**config.mk**
```make
export PLATFORM = sky130hd
export DESIGN_NAME = tod_bcd_chain
export DESIGN_NICKNAME = d
export VERILOG_FILES = /design/src/rtl/tod_pkg.sv /design/src/rtl/tod_ctrl.sv /design/src/rtl/tod_datapath.sv /design/src/rtl/tod_bcd_chain.sv
export SDC_FILE = /design/constraint.sdc
export NUM_CORES = 1
export LEC_CHECK = 0
export BUFFER_PORTS_ARGS = -buffer_cell sky130_fd_sc_hd__buf_4
export CELL_PAD_IN_SITES_DETAIL_PLACEMENT = 1
export CELL_PAD_IN_SITES_GLOBAL_PLACEMENT = 1
export CORE_MARGIN = 2
export CORE_UTILIZATION = 36
export CTS_CLUSTER_DIAMETER = 30
export CTS_CLUSTER_SIZE = 20
export DETAILED_ROUTE_END_ITERATION = 16
export PLACE_DENSITY = 0.73
export SETUP_SLACK_MARGIN = 0.3
export SLEW_MARGIN = 5
export SYNTH_ARGS = -nofsm -noshare
export SYNTH_HDL_FRONTEND = slang
export SYNTH_SLANG_ARGS = --single-unit
```
**constraint.sdc**
```tcl
create_clock -name clk -period 2.2 [get_ports clk]
set_clock_uncertainty 0.2 [all_clocks]
set_input_delay 0.11 -clock clk [delete_from_list [all_inputs] [get_ports clk]]
set_output_delay 0.11 -clock clk [all_outputs]
set_load 0.1 [all_outputs]
```
**src/rtl/tod_pkg.sv**
```systemverilog
package tod_pkg;
  localparam int NUM_DIGITS = 6;
  localparam int SEC_U  = 0;
  localparam int SEC_T  = 1;
  localparam int MIN_U  = 2;
  localparam int MIN_T  = 3;
  localparam int HOUR_U = 4;
  localparam int HOUR_T = 5;

  typedef struct packed {
    logic [NUM_DIGITS-1:0] incEn;
    logic [NUM_DIGITS-1:0] clrEn;
    logic                  minCarry;
    logic                  hourCarry;
    logic                  dayCarry;
  } todStrobe_t;
endpackage

```
**src/rtl/tod_ctrl.sv**
```systemverilog
module tod_ctrl
  import tod_pkg::*;
#(
  parameter int DIGIT_W       = 4,
  parameter int UNITS_LAST    = 9,
  parameter int MS_TENS_LAST  = 5,
  parameter int HR_TENS_LAST  = 2,
  parameter int HR_UNITS_LAST = 3
) (
  input  logic                              clk,
  input  logic                              rst,
  input  logic                              secTick,
  input  logic [NUM_DIGITS-1:0][DIGIT_W-1:0] digits,
  output todStrobe_t                         strobe
);
  localparam logic [DIGIT_W-1:0] U_LAST  = DIGIT_W'(UNITS_LAST);
  localparam logic [DIGIT_W-1:0] MS_LAST = DIGIT_W'(MS_TENS_LAST);
  localparam logic [DIGIT_W-1:0] HT_LAST = DIGIT_W'(HR_TENS_LAST);
  localparam logic [DIGIT_W-1:0] HU_LAST = DIGIT_W'(HR_UNITS_LAST);

  logic secUnitsWrap, secWrap;
  logic minUnitsWrap, minWrap;
  logic hourUnitsWrap, dayWrap;

  // seconds field: units then tens, carry ripples in the same cycle
  assign secUnitsWrap  = secTick && (digits[SEC_U] == U_LAST);
  assign secWrap       = secUnitsWrap && (digits[SEC_T] == MS_LAST);
  // minutes field driven by the seconds wrap
  assign minUnitsWrap  = secWrap && (digits[MIN_U] == U_LAST);
  assign minWrap       = minUnitsWrap && (digits[MIN_T] == MS_LAST);
  // hours field: the joint 23 detection overrides the per-digit wrap
  assign dayWrap       = minWrap && (digits[HOUR_T] == HT_LAST) && (digits[HOUR_U] == HU_LAST);
  assign hourUnitsWrap = minWrap && (digits[HOUR_U] == U_LAST);

  always_comb begin
    strobe = '0;
    strobe.incEn[SEC_U]  = secTick;
    strobe.clrEn[SEC_U]  = secUnitsWrap;
    strobe.incEn[SEC_T]  = secUnitsWrap;
    strobe.clrEn[SEC_T]  = secWrap;
    strobe.incEn[MIN_U]  = secWrap;
    strobe.clrEn[MIN_U]  = minUnitsWrap;
    strobe.incEn[MIN_T]  = minUnitsWrap;
    strobe.clrEn[MIN_T]  = minWrap;
    strobe.incEn[HOUR_U] = minWrap;
    strobe.clrEn[HOUR_U] = hourUnitsWrap || dayWrap;
    strobe.incEn[HOUR_T] = hourUnitsWrap;
    strobe.clrEn[HOUR_T] = dayWrap;
    strobe.minCarry      = secWrap;
    strobe.hourCarry     = minWrap;
    strobe.dayCarry      = dayWrap;
  end

  // a day wrap only arises through the whole chain below it
  assert_chain_order_R8: assert property (@(posedge clk) disable iff (rst)
    strobe.dayCarry |-> (strobe.hourCarry && strobe.minCarry && secTick));

  // the hours tens digit never steps while it is at its last value
  assert_hour_tens_bound_R7: assert property (@(posedge clk) disable iff (rst)
    (digits[HOUR_T] == HT_LAST) |-> !strobe.incEn[HOUR_T]);
endmodule

```
**src/rtl/tod_datapath.sv**
```systemverilog
module tod_datapath
  import tod_pkg::*;
#(
  parameter int DIGIT_W       = 4,
  parameter int UNITS_LAST    = 9,
  parameter int MS_TENS_LAST  = 5,
  parameter int HR_TENS_LAST  = 2,
  parameter int HR_UNITS_LAST = 3
) (
  input  logic                              clk,
  input  logic                              rst,
  input  todStrobe_t                         strobe,
  output logic [NUM_DIGITS-1:0][DIGIT_W-1:0] digitQ,
  output logic                              minCarryQ,
  output logic                              hourCarryQ,
  output logic                              dayCarryQ
);
  localparam logic [DIGIT_W-1:0] ONE = DIGIT_W'(1);

  genvar i;
  generate
    for (i = 0; i < NUM_DIGITS; i++) begin : g_digit
      always_ff @(posedge clk) begin
        if (rst)                  digitQ[i] <= '0;
        else if (strobe.clrEn[i]) digitQ[i] <= '0;
        else if (strobe.incEn[i]) digitQ[i] <= digitQ[i] + ONE;
      end
    end
  endgenerate

  always_ff @(posedge clk) begin
    if (rst) begin
      minCarryQ  <= 1'b0;
      hourCarryQ <= 1'b0;
      dayCarryQ  <= 1'b0;
    end else begin
      minCarryQ  <= strobe.minCarry;
      hourCarryQ <= strobe.hourCarry;
      dayCarryQ  <= strobe.dayCarry;
    end
  end

  assert_units_range_R2: assert property (@(posedge clk) disable iff (rst)
    (digitQ[SEC_U] <= DIGIT_W'(UNITS_LAST)) && (digitQ[MIN_U] <= DIGIT_W'(UNITS_LAST))
    && (digitQ[HOUR_U] <= DIGIT_W'(UNITS_LAST)));

  assert_tens_range_R3: assert property (@(posedge clk) disable iff (rst)
    (digitQ[SEC_T] <= DIGIT_W'(MS_TENS_LAST)) && (digitQ[MIN_T] <= DIGIT_W'(MS_TENS_LAST)));

  assert_hour_range_R7: assert property (@(posedge clk) disable iff (rst)
    (digitQ[HOUR_T] < DIGIT_W'(HR_TENS_LAST)) ||
    ((digitQ[HOUR_T] == DIGIT_W'(HR_TENS_LAST)) && (digitQ[HOUR_U] <= DIGIT_W'(HR_UNITS_LAST))));

  assert_min_carry_zero_R4: assert property (@(posedge clk) disable iff (rst)
    minCarryQ |-> (digitQ[SEC_U] == '0) && (digitQ[SEC_T] == '0));

  assert_day_carry_zero_R7: assert property (@(posedge clk) disable iff (rst)
    dayCarryQ |-> (digitQ[HOUR_U] == '0) && (digitQ[HOUR_T] == '0));

  assert_min_pulse_R9: assert property (@(posedge clk) disable iff (rst)
    minCarryQ |=> !minCarryQ);

  assert_hour_pulse_R9: assert property (@(posedge clk) disable iff (rst)
    hourCarryQ |=> !hourCarryQ);
endmodule

```
**src/rtl/tod_bcd_chain.sv**
```systemverilog
module tod_bcd_chain
  import tod_pkg::*;
#(
  parameter int DIGIT_W       = 4,
  parameter int UNITS_LAST    = 9,
  parameter int MS_TENS_LAST  = 5,
  parameter int HR_TENS_LAST  = 2,
  parameter int HR_UNITS_LAST = 3
) (
  input  logic               clk,
  input  logic               rst,
  input  logic               secTick,
  output logic [DIGIT_W-1:0] secUnits,
  output logic [DIGIT_W-1:0] secTens,
  output logic [DIGIT_W-1:0] minUnits,
  output logic [DIGIT_W-1:0] minTens,
  output logic [DIGIT_W-1:0] hourUnits,
  output logic [DIGIT_W-1:0] hourTens,
  output logic               minCarry,
  output logic               hourCarry,
  output logic               dayCarry
);
  todStrobe_t                         strobe;
  logic [NUM_DIGITS-1:0][DIGIT_W-1:0] digits;

  tod_ctrl #(
    .DIGIT_W(DIGIT_W), .UNITS_LAST(UNITS_LAST), .MS_TENS_LAST(MS_TENS_LAST),
    .HR_TENS_LAST(HR_TENS_LAST), .HR_UNITS_LAST(HR_UNITS_LAST)
  ) uCtrl (
    .clk(clk), .rst(rst), .secTick(secTick), .digits(digits), .strobe(strobe)
  );

  tod_datapath #(
    .DIGIT_W(DIGIT_W), .UNITS_LAST(UNITS_LAST), .MS_TENS_LAST(MS_TENS_LAST),
    .HR_TENS_LAST(HR_TENS_LAST), .HR_UNITS_LAST(HR_UNITS_LAST)
  ) uPath (
    .clk(clk), .rst(rst), .strobe(strobe), .digitQ(digits),
    .minCarryQ(minCarry), .hourCarryQ(hourCarry), .dayCarryQ(dayCarry)
  );

  assign secUnits  = digits[SEC_U];
  assign secTens   = digits[SEC_T];
  assign minUnits  = digits[MIN_U];
  assign minTens   = digits[MIN_T];
  assign hourUnits = digits[HOUR_U];
  assign hourTens  = digits[HOUR_T];

  assert_hold_R10: assert property (@(posedge clk) disable iff (rst)
    !secTick |=> $stable(digits));

  assert_reset_clear_R1: assert property (@(posedge clk)
    rst |=> (digits == '0) && !minCarry && !hourCarry && !dayCarry);
endmodule

```
==> out/results.ini <==
[synth]
synth_nets = 170
syn_avg_cell_area_sq_um = 8.94
ys.flop_type = dfxtp_1
synth_cell_types = 35
ys_seq_area_share_pct = 39.0
synthCells = 155
yosys_register_bits = 27
async_flop_share_pct = 0
syn_area_sq_mm = 0.00139
synth_edf_count = 0
yosysWarnings = 0

[clock_network]
path_clk_slew_ns = 0.10
clkSinkCount = 27
clk_latency_ns = 0.28
root_buffer = clkbuf_8
cts_buffers = 3
tritoncts = done
clockBufferDepth = 2
htreeDepth = 1

[placement]
place_congestion = 0.756
pre_cts_ws_ns = 0.112
hpwl_mm = 2.50
placed_area_sq_mm = 0.00176
portBuffers = 29

[finish]
drive_gt1_share_pct = 46.8
multiInputGateArea_sq_um = 873
regArea_sq_um = 598
fillCellCount = 434
syn2layout_area_growth_pct = 46.3
fin_area_sq_mm = 0.00203
final_nets = 217
antenna_cells = 0

[die]
rows = 22
io_pins = 30
initial_core_util_pct = 37.6
die_area_sq_mm = 0.00436
die-width_um = 66.0
dieHeight_um = 66.0
core_area_sq_mm = 0.00369

[detailed_routing]
wl_mm = 3.79
met1_length_mm = 1.70
drt-initial-drc-count = 12
via_per_inst = 5.31
ant_nets = 0
wl_met3_um = 141
wl_per_cell_um = 15.2
top_layer_used = met4
first_pass_iters = 4
drcViolationCount = 0
via_count = 1323
met2_length_mm = 1.89

[global_routing]
grt_pass1_wl_mm = 6.15
grt_pass1_vias = 1303
grt-ovfl-total = 0
antenna_found_initial = 0
grt_use_total_pct = 18.4
grt_max_degree = 29

[worst_setup_path]
crit_start = uPath.digitQ[1]
start_kind = flop
r2r_cells = 6
endpoint_kind = flop
r2r-start = uPath.digitQ[1]
rrSetupSlack_ns = 0.26
worstSetupPathType = reg -> reg
r2r_end = uPath.digitQ[23]
required_ns = 2.22
cp_data_arrival_time_ns = 1.96
cp_max_fo = 3
crit_end = uPath.digitQ[23]

[power_and_ir_drop]
p_leak_nw = 0.826
total_power_mw = 0.856
p_per_area_mw_per_mm2 = 422
peakVddDrop_mv = 0.315

[sta]
fin_ws_ns = 0.259
worstMarginPinSlew_ns = 0.437
min_period_over_period_pct = 88.2
period_minus_slack_ns = 1.94
finalHoldViolations = 0
max_freq_mhz = 515
rsz0062_at_grt = true
setup_viol = 0
relSlewSlack_pct = 70.6
drv_slew = 0
tns_ns = 0
hold_slack_ns = 0.302

[hold_path]
holdCritPathClass = reg -> reg

[job]
drv_cap = 0

[run_status]
outcome = complete, no violations

-- synthesized netlist by cell type (3+ instances only) --
| library cell | instances | area, sq um |
|---|---|---|
| nand3_1 | 7 | 35.0 |
| nor3_1 | 5 | 25.0 |
| nand3b_1 | 5 | 37.5 |
| clkbuf_1 | 6 | 22.5 |
| xnor2_1 | 3 | 26.3 |
| nor2_1 | 14 | 52.6 |
| nor4_1 | 5 | 31.3 |
| dfxtp_1 | 27 | 541 |
| nand2_1 | 6 | 22.5 |
| a21oi_1 | 13 | 65.1 |
| ha_1 | 12 | 150 |
| and3b_1 | 3 | 26.3 |
| o21ai_0 | 6 | 30.0 |
| or3_1 | 4 | 25.0 |
| inv_1 | 11 | 41.3 |
-- metrics by stage --
stage	instances	util, %
6_report	249	55.0
2_1_floorplan	155	-
3_3_place_gp	228	47.7
5_1_grt	249	55.0
3_5_place_dp	228	47.7
4_1_cts	245	52.2
-- timing repair --
item / in CTS / in global routing
hold buffers: 2 / 0
hold endpoints to repair: 8 / 0
pin swaps: 2 / 7
setup buffers: 11 / 4
endpoints found under the setup margin: 10 / 12
resized for setup: 9 / 19
-- power by group --
part           internal (mW)  leakage, nW  switching [mW]
combinational         0.0231        0.571          0.0529
clock                  0.130       0.0228           0.163
sequential             0.480        0.232         0.00603
total                  0.634        0.826           0.222
-- worst max-delay path, cell delays in order, from the launching register on --
cell	delay, ns
dfxtp_4	0.36
inv_4	0.05
ha_4	0.14
nand4b_4	0.12
or4_4	0.52
or4_1	0.41
o21ai_1	0.08
-- sequential cells by signal, indices dropped and copies added, names as in the netlist --
name,count
uPath.digitQ,24
uPath.dayCarryQ,1
uPath.hourCarryQ,1
uPath.minCarryQ,1
-- worst min path at each step --
stage	startpoint	end	slack [ns]	depth (start not counted)
floorplan	secTick	uPath.digitQ[1]	0.14	2
global placement	secTick	uPath.digitQ[1]	0.17	2
detailed placement	secTick	uPath.digitQ[1]	0.17	2
CTS	uPath.digitQ[11]	uPath.digitQ[11]	0.30	1
global route	uPath.digitQ[11]	uPath.digitQ[11]	0.32	1
finish	uPath.digitQ[11]	uPath.digitQ[11]	0.30	1
-- cell usage in the layout, fill, tap and decap left out, drive strengths merged, types with 2 or more instances in the layout --
cell / Yosys / routed
and3b: 3 / 3
nand2b: 2 / 2
clkbuf: 6 / 4
a2111oi: 2 / 2
nand3: 7 / 7
buf: 2 / 48
inv: 11 / 11
nand4: 2 / 2
nand2: 6 / 6
dfxtp: 27 / 27
nor3: 5 / 5
a21oi: 13 / 13
dlygate4sd3: 0 / 2
or4: 3 / 3
nand4b: 3 / 3
a211oi: 2 / 2
o31ai: 2 / 2
nor2: 14 / 14
xor2: 2 / 2
o21ai: 7 / 7
ha: 12 / 12
nor4: 5 / 5
xnor2: 3 / 3
nand3b: 6 / 6
or3: 4 / 4
-- cell type report --
type | count | share of cell area, %
multi-input cells | 109 | 43.1
flip-flops and latches | 27 | 29.5
well taps | 48 | 2.96
repair buffers | 50 | 20.1
inverters | 11 | 2.16
clock buffers | 4 | 2.22
-- cells by family after synthesis --
| kind of cell | after synthesis | synth area share, % |
|---|---|---|
| buffers and inverters | 19 | 5.96 |
| adder cells (fa/ha/maj) | 12 | 10.8 |
| AND/OR/NAND/NOR | 61 | 27.3 |
| multiplexers | 1 | 0.723 |
| XOR/XNOR | 5 | 3.16 |
| AO/OA/AOI/OAI | 30 | 13.0 |
| flip-flops | 27 | 39.0 |
-- metal layers --
metal | GRT usage (%) | up-vias
li1 | - | 652
met1 | 22.1 | 643
met2 | 32.1 | 22
met3 | 4.94 | 6
met4 | 5.36 | 0
met5 | 0 | -
No activity file was read; power rests on OpenSTA's default activity.
